`config.mk`:
```
export PLATFORM = sky130hd
export DESIGN_NAME = linecode_enc
export DESIGN_NICKNAME = d
export VERILOG_FILES = /design/src/rtl/linecode_pkg.sv /design/src/rtl/linecode_ctrl.sv /design/src/rtl/linecode_datapath.sv /design/src/rtl/linecode_enc.sv
export SDC_FILE = /design/constraint.sdc
export NUM_CORES = 1
export LEC_CHECK = 0
export ABC_AREA = 0
export BUFFER_PORTS_ARGS = -buffer_cell sky130_fd_sc_hd__buf_2
export CORE_UTILIZATION = 53
export DETAILED_ROUTE_END_ITERATION = 8
export MAX_ROUTING_LAYER = met4
export PLACE_DENSITY = 0.83
export SLEW_MARGIN = 40
export SYNTH_ARGS = -nofsm -noshare
export SYNTH_HDL_FRONTEND = slang
export SYNTH_SLANG_ARGS = --single-unit
```
`constraint.sdc`:
```
create_clock -name clk -period 8.9 [get_ports clk]
set_clock_uncertainty 0.05 [all_clocks]
set_input_delay 1.335 -clock clk [delete_from_list [all_inputs] [get_ports clk]]
set_output_delay 1.335 -clock clk [all_outputs]
set_load 0.03 [all_outputs]
```
`src/rtl/linecode_pkg.sv`:
```
package linecode_pkg;

  typedef struct packed {
    logic idle;   // load the fixed idle comma, clear disparity
    logic comma;  // send a preamble comma at current disparity
    logic take;   // encode the user byte
  } encStrobe_t;

  localparam logic [9:0] IDLE_CODE  = 10'h17C;
  localparam logic [7:0] COMMA_BYTE = 8'hBC;   // K28.5

  // 6-bit group, negative column, bit 5 = a ... bit 0 = i
  function automatic logic [5:0] sixNeg(input logic [4:0] x);
    case (x)
      5'd0:  sixNeg = 6'b100111;  5'd1:  sixNeg = 6'b011101;
      5'd2:  sixNeg = 6'b101101;  5'd3:  sixNeg = 6'b110001;
      5'd4:  sixNeg = 6'b110101;  5'd5:  sixNeg = 6'b101001;
      5'd6:  sixNeg = 6'b011001;  5'd7:  sixNeg = 6'b111000;
      5'd8:  sixNeg = 6'b111001;  5'd9:  sixNeg = 6'b100101;
      5'd10: sixNeg = 6'b010101;  5'd11: sixNeg = 6'b110100;
      5'd12: sixNeg = 6'b001101;  5'd13: sixNeg = 6'b101100;
      5'd14: sixNeg = 6'b011100;  5'd15: sixNeg = 6'b010111;
      5'd16: sixNeg = 6'b011011;  5'd17: sixNeg = 6'b100011;
      5'd18: sixNeg = 6'b010011;  5'd19: sixNeg = 6'b110010;
      5'd20: sixNeg = 6'b001011;  5'd21: sixNeg = 6'b101010;
      5'd22: sixNeg = 6'b011010;  5'd23: sixNeg = 6'b111010;
      5'd24: sixNeg = 6'b110011;  5'd25: sixNeg = 6'b100110;
      5'd26: sixNeg = 6'b010110;  5'd27: sixNeg = 6'b110110;
      5'd28: sixNeg = 6'b001110;  5'd29: sixNeg = 6'b101110;
      5'd30: sixNeg = 6'b011110;  default: sixNeg = 6'b101011;
    endcase
  endfunction

  // 4-bit group for data, negative column, bit 3 = f ... bit 0 = j
  function automatic logic [3:0] fourNeg(input logic [2:0] y);
    case (y)
      3'd0: fourNeg = 4'b1011;  3'd1: fourNeg = 4'b1001;
      3'd2: fourNeg = 4'b0101;  3'd3: fourNeg = 4'b1100;
      3'd4: fourNeg = 4'b1101;  3'd5: fourNeg = 4'b1010;
      3'd6: fourNeg = 4'b0110;  default: fourNeg = 4'b1110;
    endcase
  endfunction

  // 4-bit group for specials when the 6-bit group left positive disparity
  function automatic logic [3:0] fourCtrlPos(input logic [2:0] y);
    case (y)
      3'd0: fourCtrlPos = 4'b0100;  3'd1: fourCtrlPos = 4'b1001;
      3'd2: fourCtrlPos = 4'b0101;  3'd3: fourCtrlPos = 4'b0011;
      3'd4: fourCtrlPos = 4'b0010;  3'd5: fourCtrlPos = 4'b1010;
      3'd6: fourCtrlPos = 4'b0110;  default: fourCtrlPos = 4'b1000;
    endcase
  endfunction

endpackage

```
`src/rtl/linecode_ctrl.sv`:
```
module linecode_ctrl
  import linecode_pkg::*;
#(
  parameter int PREAMBLE_LEN = 3
) (
  input  logic       clk,
  input  logic       rst,
  output encStrobe_t strobe,
  output logic       inReady
);
  localparam int CNT_W = $clog2(PREAMBLE_LEN + 1);
  localparam logic [CNT_W-1:0] LAST = CNT_W'(PREAMBLE_LEN);

  logic [CNT_W-1:0] sentCnt;
  logic             preDone;

  assign preDone = (sentCnt == LAST);

  always_ff @(posedge clk) begin
    if (rst)           sentCnt <= '0;
    else if (!preDone) sentCnt <= sentCnt + 1'b1;
  end

  always_comb begin
    strobe.idle  = rst;
    strobe.comma = !rst && !preDone;
    strobe.take  = !rst && preDone;
  end

  assign inReady = strobe.take;
endmodule

```
`src/rtl/linecode_datapath.sv`:
```
module linecode_datapath
  import linecode_pkg::*;
(
  input  logic       clk,
  input  encStrobe_t strobe,
  input  logic [7:0] charIn,
  input  logic       isCtrl,
  output logic [9:0] codeOut,
  output logic       badCtrl
);
  logic       rdPos;
  logic [7:0] selByte;
  logic       selCtrl;
  logic [4:0] xVal;
  logic [2:0] yVal;
  logic       ctrlOk, isK28, flip6, rd6, useAlt;
  logic [5:0] s6Neg, s6;
  logic [3:0] s4Base, s4;
  logic       rdNext;
  logic [9:0] encCode;

  always_comb begin
    selByte = strobe.comma ? COMMA_BYTE : charIn;
    selCtrl = strobe.comma ? 1'b1 : isCtrl;
    xVal    = selByte[4:0];
    yVal    = selByte[7:5];
    ctrlOk  = selCtrl && ((xVal == 5'd28) ||
              ((yVal == 3'd7) && (xVal == 5'd23 || xVal == 5'd27 ||
                                  xVal == 5'd29 || xVal == 5'd30)));
    isK28   = ctrlOk && (xVal == 5'd28);
    s6Neg   = isK28 ? 6'b001111 : sixNeg(xVal);
    flip6   = ($countones(s6Neg) != 3) || (xVal == 5'd7 && !isK28);
    s6      = (rdPos && flip6) ? ~s6Neg : s6Neg;
    rd6     = rdPos ^ ($countones(s6) != 3);
    useAlt  = 1'b0;
    s4Base  = 4'b0000;
    if (ctrlOk) begin
      s4 = rd6 ? fourCtrlPos(yVal) : ~fourCtrlPos(yVal);
    end else begin
      useAlt = (yVal == 3'd7) &&
               ((!rd6 && (xVal == 5'd17 || xVal == 5'd18 || xVal == 5'd20)) ||
                ( rd6 && (xVal == 5'd11 || xVal == 5'd13 || xVal == 5'd14)));
      s4Base = useAlt ? 4'b0111 : fourNeg(yVal);
      s4 = (rd6 && (($countones(s4Base) != 2) || yVal == 3'd3)) ? ~s4Base : s4Base;
    end
    rdNext = rd6 ^ ($countones(s4) != 2);
  end

  // place abcdei at bits 0..5 and fghj at bits 6..9
  for (genvar i = 0; i < 6; i++) begin : g_six
    assign encCode[i] = s6[5-i];
  end
  for (genvar i = 0; i < 4; i++) begin : g_four
    assign encCode[6+i] = s4[3-i];
  end

  always_ff @(posedge clk) begin
    if (strobe.idle) begin
      codeOut <= IDLE_CODE;
      rdPos   <= 1'b0;
      badCtrl <= 1'b0;
    end else begin
      codeOut <= encCode;
      rdPos   <= rdNext;
      badCtrl <= strobe.take && selCtrl && !ctrlOk;
    end
  end
endmodule

```
`src/rtl/linecode_enc.sv`:
```
module linecode_enc
  import linecode_pkg::*;
#(
  parameter int PREAMBLE_LEN = 3
) (
  input  logic       clk,
  input  logic       rst,
  input  logic [7:0] charIn,
  input  logic       isCtrl,
  output logic [9:0] codeOut,
  output logic       inReady,
  output logic       badCtrl
);
  encStrobe_t strobe;

  linecode_ctrl #(.PREAMBLE_LEN(PREAMBLE_LEN)) u_ctrl (
    .clk(clk), .rst(rst), .strobe(strobe), .inReady(inReady)
  );

  linecode_datapath u_dp (
    .clk(clk), .strobe(strobe), .charIn(charIn), .isCtrl(isCtrl),
    .codeOut(codeOut), .badCtrl(badCtrl)
  );
endmodule

```
-- Word-level counts from Yosys, hierarchy flattened
Memories as Yosys holds them, arrays and structs flattened.
Index checks and enable logic that the tools add are counted.
- register bits: 14
- ROM bits: 192
- input port bits: 11
- output and inout port bits: 12
- logic and storage cells: 93
- memories kept: 1
- $add $sub $neg: 17
- equality and inequality tests: 24
- multiplexer cells: 12
- bitwise operators: 5
- reductions and logical operators: 30
- memories (name ; words ; width ; rd ports ; clocked after memory_dff ; wr ports ; RTL line ; source):
    (no name shown) ; 32 ; 6 ; 1 ; 0 ; 0 ; linecode_pkg.sv:14 ; case (x)
- operators with widths (operator ; count):
    adder 32 bit ; 6
    != test 32 x 3 -> 1 bit (second input constant) ; 4
    one-hot mux 4 bit (7 select lines) ; 2
    == test 5 bit (second input constant) ; 8
    2-to-1 mux 4 bit ; 6
    adder 1 x 1 -> 2 bit ; 10
    == test 5 x 4 -> 1 bit (second input constant) ; 3
    logical AND 1 bit ; 13
    == test 3 bit (second input constant) ; 4
    2-to-1 mux 6 bit ; 2
    logical OR 1 bit ; 11
    2-to-1 mux 8 bit ; 1
    inverter 4 bit ; 2
    == test 3 x 2 -> 1 bit (second input constant) ; 2
    inverter 6 bit ; 1
    == test 5 x 3 -> 1 bit (second input constant) ; 1
    logical NOT 1 bit ; 5
    == test 3 x 1 -> 1 bit (second input constant) ; 1
    logical NOT 3 bit ; 1
    adder 2 x 1 -> 2 bit (second input constant) ; 1
    == test 2 bit (second input constant) ; 1
    XOR 1 bit ; 2
    2-to-1 mux 1 bit ; 1

-- Longest topological paths before layout
- word-level depth: 41
- gate-level depth with buffers: 32

-- By module
From an unflattened synthesis, not the netlist that was laid out.
- cell total of the unflattened synthesis: 228
- area total of the unflattened synthesis: 1885.6 µm²
- by module, submodules not included (module ; instances ; cells an instance ; area each (µm²) ; sequential area each (µm²)):
    linecode_datapath ; 1 ; 217 ; 1781.7 ; 240.2
    linecode_ctrl ; 1 ; 11 ; 103.8 ; 40.0

-- Least setup slack after synthesis
OpenSTA, ideal clock, no wires.
- path type: in2reg
- start: in rst
- end: reg u_dp.rdPos
- library setup time: 0.130 ns
- data arrival time: 8.360 ns
- data required time: 8.720 ns
- path slack: 0.360 ns
- stages on the path: 31
- path through: buf_2 > or2_1 > clkbuf_2 > nand2_1 > inv_1 > ha_1 > buf_2 > nand2b_1 > a31oi_1 > o31a_1 > o211ai_1 > ha_1 > fa_1 > ha_1 > nand2_1 > o41ai_4 > or3b_1 > a21oi_1 > fa_1 > ha_1 > and4bb_2 > xnor2_1 > nor3_1 > nor4_2 > o21ba_2 > ha_1 > ha_1 > fa_1 > nor3b_1 > xnor2_1 > nor2_1
- cells in the longest elaborated chain, start to end: 40
- elaborated cells between the ends (all ways): 82
- ends and longest elaborated chain (element ; RTL line ; source):
    start: declaration ; linecode_enc.sv:7 ; input logic rst,
    logical NOT 1 bit * ; linecode_ctrl.sv:26 ; strobe.comma = !rst && !preDone;
    logical AND 1 bit * ; linecode_ctrl.sv:26 ;
    2-to-1 mux 8 bit ; linecode_datapath.sv:23 ; selByte = strobe.comma ? COMMA_BYTE : charIn;
    == test 5 bit ; linecode_datapath.sv:28 ; ((yVal == 3'd7) && (xVal == 5'd23 || xVal == 5'd27 ||
    logical OR 1 bit (2 in series) ; linecode_datapath.sv:28 ;
    logical OR 1 bit ; linecode_datapath.sv:29 ; xVal == 5'd29 || xVal == 5'd30)));
    logical AND 1 bit ; linecode_datapath.sv:28 ;
    logical OR 1 bit ; linecode_datapath.sv:27 ; ctrlOk = selCtrl && ((xVal == 5'd28) ||
    [... 24 more ...] ; n/a ;
    logical AND 1 bit ; linecode_datapath.sv:44 ; s4 = (rd6 && (($countones(s4Base) != 2) || yVal == 3'd3)) ? ~s4Base : s4Base;
    2-to-1 mux 4 bit ; linecode_datapath.sv:44 ;
    2-to-1 mux 4 bit * ; linecode_datapath.sv:37 ; if (ctrlOk) begin
    via u_dp.s4[3] ; linecode_datapath.sv:18 ; logic [3:0] s4Base, s4;
    adder 1 x 1 -> 2 bit (not written as such) * ; linecode_datapath.sv:46 ; rdNext = rd6 ^ ($countones(s4) != 2);
    adder 32 bit (not written as such) * ; linecode_datapath.sv:46 ;
    != test 32 x 3 -> 1 bit * ; linecode_datapath.sv:46 ;
    XOR 1 bit * ; linecode_datapath.sv:46 ;
    end signal: assignment ; linecode_datapath.sv:64 ; rdPos <= rdNext;
    end: declaration ; linecode_datapath.sv:11 ; logic rdPos;
The timed path passes the listed nets; every way through them passes the cells marked *. The select of a mux whose other input is x is not followed.
A chain may end at the register's enable or synchronous reset.

-- Worst setup path after layout
Ends and elaborated chain as after synthesis.

==> flow_summary.json <==
{
  "run_status": "finished clean",
  "total_leakage_power_nw": 0.860,
  "gpl.final_weighted_congestion": 0.936,
  "htree_levels": 1,
  "ctsRootBufferMaster": "sky130_fd_sc_hd__clkbuf_4",
  "r2r-start": "u_ctrl.sentCnt[0]",
  "synth_enable_flop_cells": 0,
  "asyncSetResetFlopFracSynth_pct": 0,
  "cp_data_required_time_ns": 9.00,
  "io-pin-count": 23,
  "final_nets": 284,
  "initial_core_util_pct": 56.1,
  "hp-class": "reg2reg",
  "layout.filler_cells": 333,
  "rows": 21,
  "critical_path.startpoint": "rst",
  "timing.slew.headroom_pct": 59.0,
  "syn_area_per_cell_um2": 8.24,
  "antenna_found_initial": 0,
  "maxSlewViolCount": 0,
  "critical-path-slowest-cell": "sky130_fd_sc_hd__fa_1",
  "grt_use_total_pct": 23.3,
  "fp.coreArea_mm2": 0.00336,
  "total_die_area_mm2": 0.00381,
  "cts-root-to-sink-buffers": 2,
  "post_layout_nonfiller_instances": 292,
  "number_of_setup_buffers_added_after_cts": 0,
  "overflow": 0,
  "synth-main-ff-cell": "sky130_fd_sc_hd__dfxtp_1",
  "reg2reg_to": "u_dp.rdPos",
  "ctsHoldBuffers": 0,
  "setup_violations": 0,
  "timing_worst_setup_path_type": "in2reg",
  "max_cap_viol_count": 0,
  "die_w_um": 61.7,
  "diodes": 0,
  "vdd_drop_max_v": 0.000126,
  "worst_skew_pair.late_latency_ns": 0.26,
  "netlist_top_cells_area": "sky130_fd_sc_hd__dfxtp_1 15%, sky130_fd_sc_hd__ha_1 14%, sky130_fd_sc_hd__fa_1 4.2%, sky130_fd_sc_hd__nor2_1 4.2%, sky130_fd_sc_hd__nand2_1 3.6%",
  "netlist.area_leader.share_pct": 14.8,
  "final_core_util_pct": 60.6,
  "achievable-frequency_ghz": 0.118,
  "synthCells": 229,
  "synth_top_cell_by_area": "sky130_fd_sc_hd__dfxtp_1",
  "reg2reg_setup_slack_ns": 0.85,
  "totalNegativeSetupSlack_ns": 0,
  "cts_tree": "built",
  "cell_types_with_the_highest_counts_after_synthesis": "21 x sky130_fd_sc_hd__ha_1, 21 x sky130_fd_sc_hd__nor2_1, 18 x sky130_fd_sc_hd__nand2_1",
  "drt_first_pass_iters": 4,
  "worst-path-max-fanout": 9,
  "grt_max_degree": 25,
  "grt_pass1_wl_um": 6520,
  "post-dp-hpwl_um": 3230,
  "min_period_over_period_pct": 95.4,
  "grt_setup_unrepaired": "false",
  "antenna_left": 0,
  "chipHeight_um": 61.7,
  "synthesis.nets": 265,
  "slowest_delay_ns": 0.47,
  "finalHoldViolations": 0,
  "critPathMostFrequentCell": "sky130_fd_sc_hd__ha_1",
  "cts.clk_slew.worst_paths_ns": 0.07,
  "timing.hold.worst.start": "u_ctrl.sentCnt[1]",
  "yosysUniqueCellTypes": 60,
  "cts_inserted_buffers": 3,
  "number_of_buffer_cells_added_on_primary_ports": 22,
  "cp-endpoint": "u_dp.rdPos",
  "synth-warning-count": 0,
  "layout-drive-gt1-share_pct": 19.1,
  "detail_route.wl_per_cell_um": 13.9,
  "vias_per_cell": 5.86,
  "post-route-min-period_ns": 8.49,
  "number_of_synthesized_register_bits": 14,
  "place.detailed.instances": 289,
  "r2r.worst_path.cells": 30,
  "post_cts_resize_count": 0,
  "max_slew.worst_pin.slew_ns": 0.614,
  "cp_data_arrival_time_ns": 8.60,
  "area_delta_synth_final_pct": 7.89,
  "crit_path_start_kind": "input port",
  "route.vias.total": 1710,
  "category_of_the_worst_setup_path_capture_point": "flip-flop",
  "mappedNetlistArea_mm2": 0.00189,
  "power_density_mw_per_mm2": 267,
  "detailedRoute.firstIterationViolations": 74,
  "wl_um": 4060,
  "cts.sink_count": 14,
  "seq_area_frac_synth_pct": 14.8,
  "first_global_vias": 1522,
  "drc_errors": 0
}
power by group:
part           internal, mW  switching, mW
sequential           0.0814        0.00749
clock                0.0156         0.0161
combinational         0.187          0.236
total                 0.284          0.260
metal layers:
layer | vias up | global-route usage (%) | wire length, µm | share of wire [%]
li1 | 857 | - | - | -
met1 | 809 | 31.6 | 1910 | 47
met2 | 42 | 38.4 | 1950 | 48
met3 | 2 | 0 | 188 | 4.6
met4 | 0 | 6.35 | 9 | 0.22
met5 | - | - | 0 | 0
worst min path at each step:
stage / endpoint / depth (start not counted) / slack, ns
after detailed placement: u_ctrl.sentCnt[1] / 2 / 0.45
final: u_ctrl.sentCnt[1] / 2 / 0.46
after global placement: u_ctrl.sentCnt[1] / 2 / 0.43
after global routing: u_ctrl.sentCnt[1] / 2 / 0.50
after floorplan: u_ctrl.sentCnt[1] / 2 / 0.42
after CTS: u_ctrl.sentCnt[1] / 2 / 0.47
critical path, delay by kind of cell:
kind	cells	cell delay [ns]
compound gates	6	1.33
xor+xnor	2	0.57
fa+ha+maj	9	3.02
buf+inv	2	0.21
simple gates	10	2.10
final cells by class:
| class | count | area [µm²] | share of cell area [%] |
|---|---|---|---|
| clock buffers | 3 | 22.5 | 1.11 |
| well taps | 46 | 57.6 | 2.83 |
| inverters | 11 | 41.3 | 2.03 |
| flip-flops and latches | 14 | 280 | 13.8 |
| multi-input cells | 191 | 1490 | 73.0 |
| repair buffers | 27 | 148 | 7.25 |
registers in the layout, indices dropped and copies added (netlist names):
signal          flops
u_ctrl.sentCnt      2
u_dp.badCtrl        1
u_dp.codeOut       10
u_dp.rdPos          1
cells in the final DEF (no fill, tap or decap), types with 5 or more instances in the layout:
cell type	n
sky130_fd_sc_hd__o21ai_0	8
sky130_fd_sc_hd__o21bai_1	6
sky130_fd_sc_hd__ha_1	21
sky130_fd_sc_hd__a21oi_1	10
sky130_fd_sc_hd__mux2i_1	6
sky130_fd_sc_hd__inv_1	11
sky130_fd_sc_hd__nand3_1	9
sky130_fd_sc_hd__buf_2	22
sky130_fd_sc_hd__nor2_1	21
sky130_fd_sc_hd__nor2b_1	5
sky130_fd_sc_hd__nand2_1	18
sky130_fd_sc_hd__buf_4	5
sky130_fd_sc_hd__xor2_1	6
sky130_fd_sc_hd__dfxtp_1	14
sky130_fd_sc_hd__xnor2_1	6
per-stage QoR:
step	power (mW)	area (µm²)	worst slack, ns	hold WS (ns)
5_1_grt	0.595	2040	0.121	0.501
3_3_place_gp	0.492	2010	0.379	0.430
2_1_floorplan	0.420	1890	0.360	0.418
4_1_cts	0.544	2040	0.447	0.469
6_report	0.544	2040	0.405	0.458
3_5_place_dp	0.510	2010	0.180	0.451
cells by family (layout without fill, tap and decap cells):
family	Yosys count	count (layout)	share of synthesized area [%]
mux	6	6	3.18
buf+inv	24	41	6.36
simple gates	84	84	23.5
flops	14	14	14.8
compound gates	64	64	28.4
xor+xnor	12	12	5.57
fa+ha+maj	25	25	18.2
No activity file was read; power rests on OpenSTA's default activity.
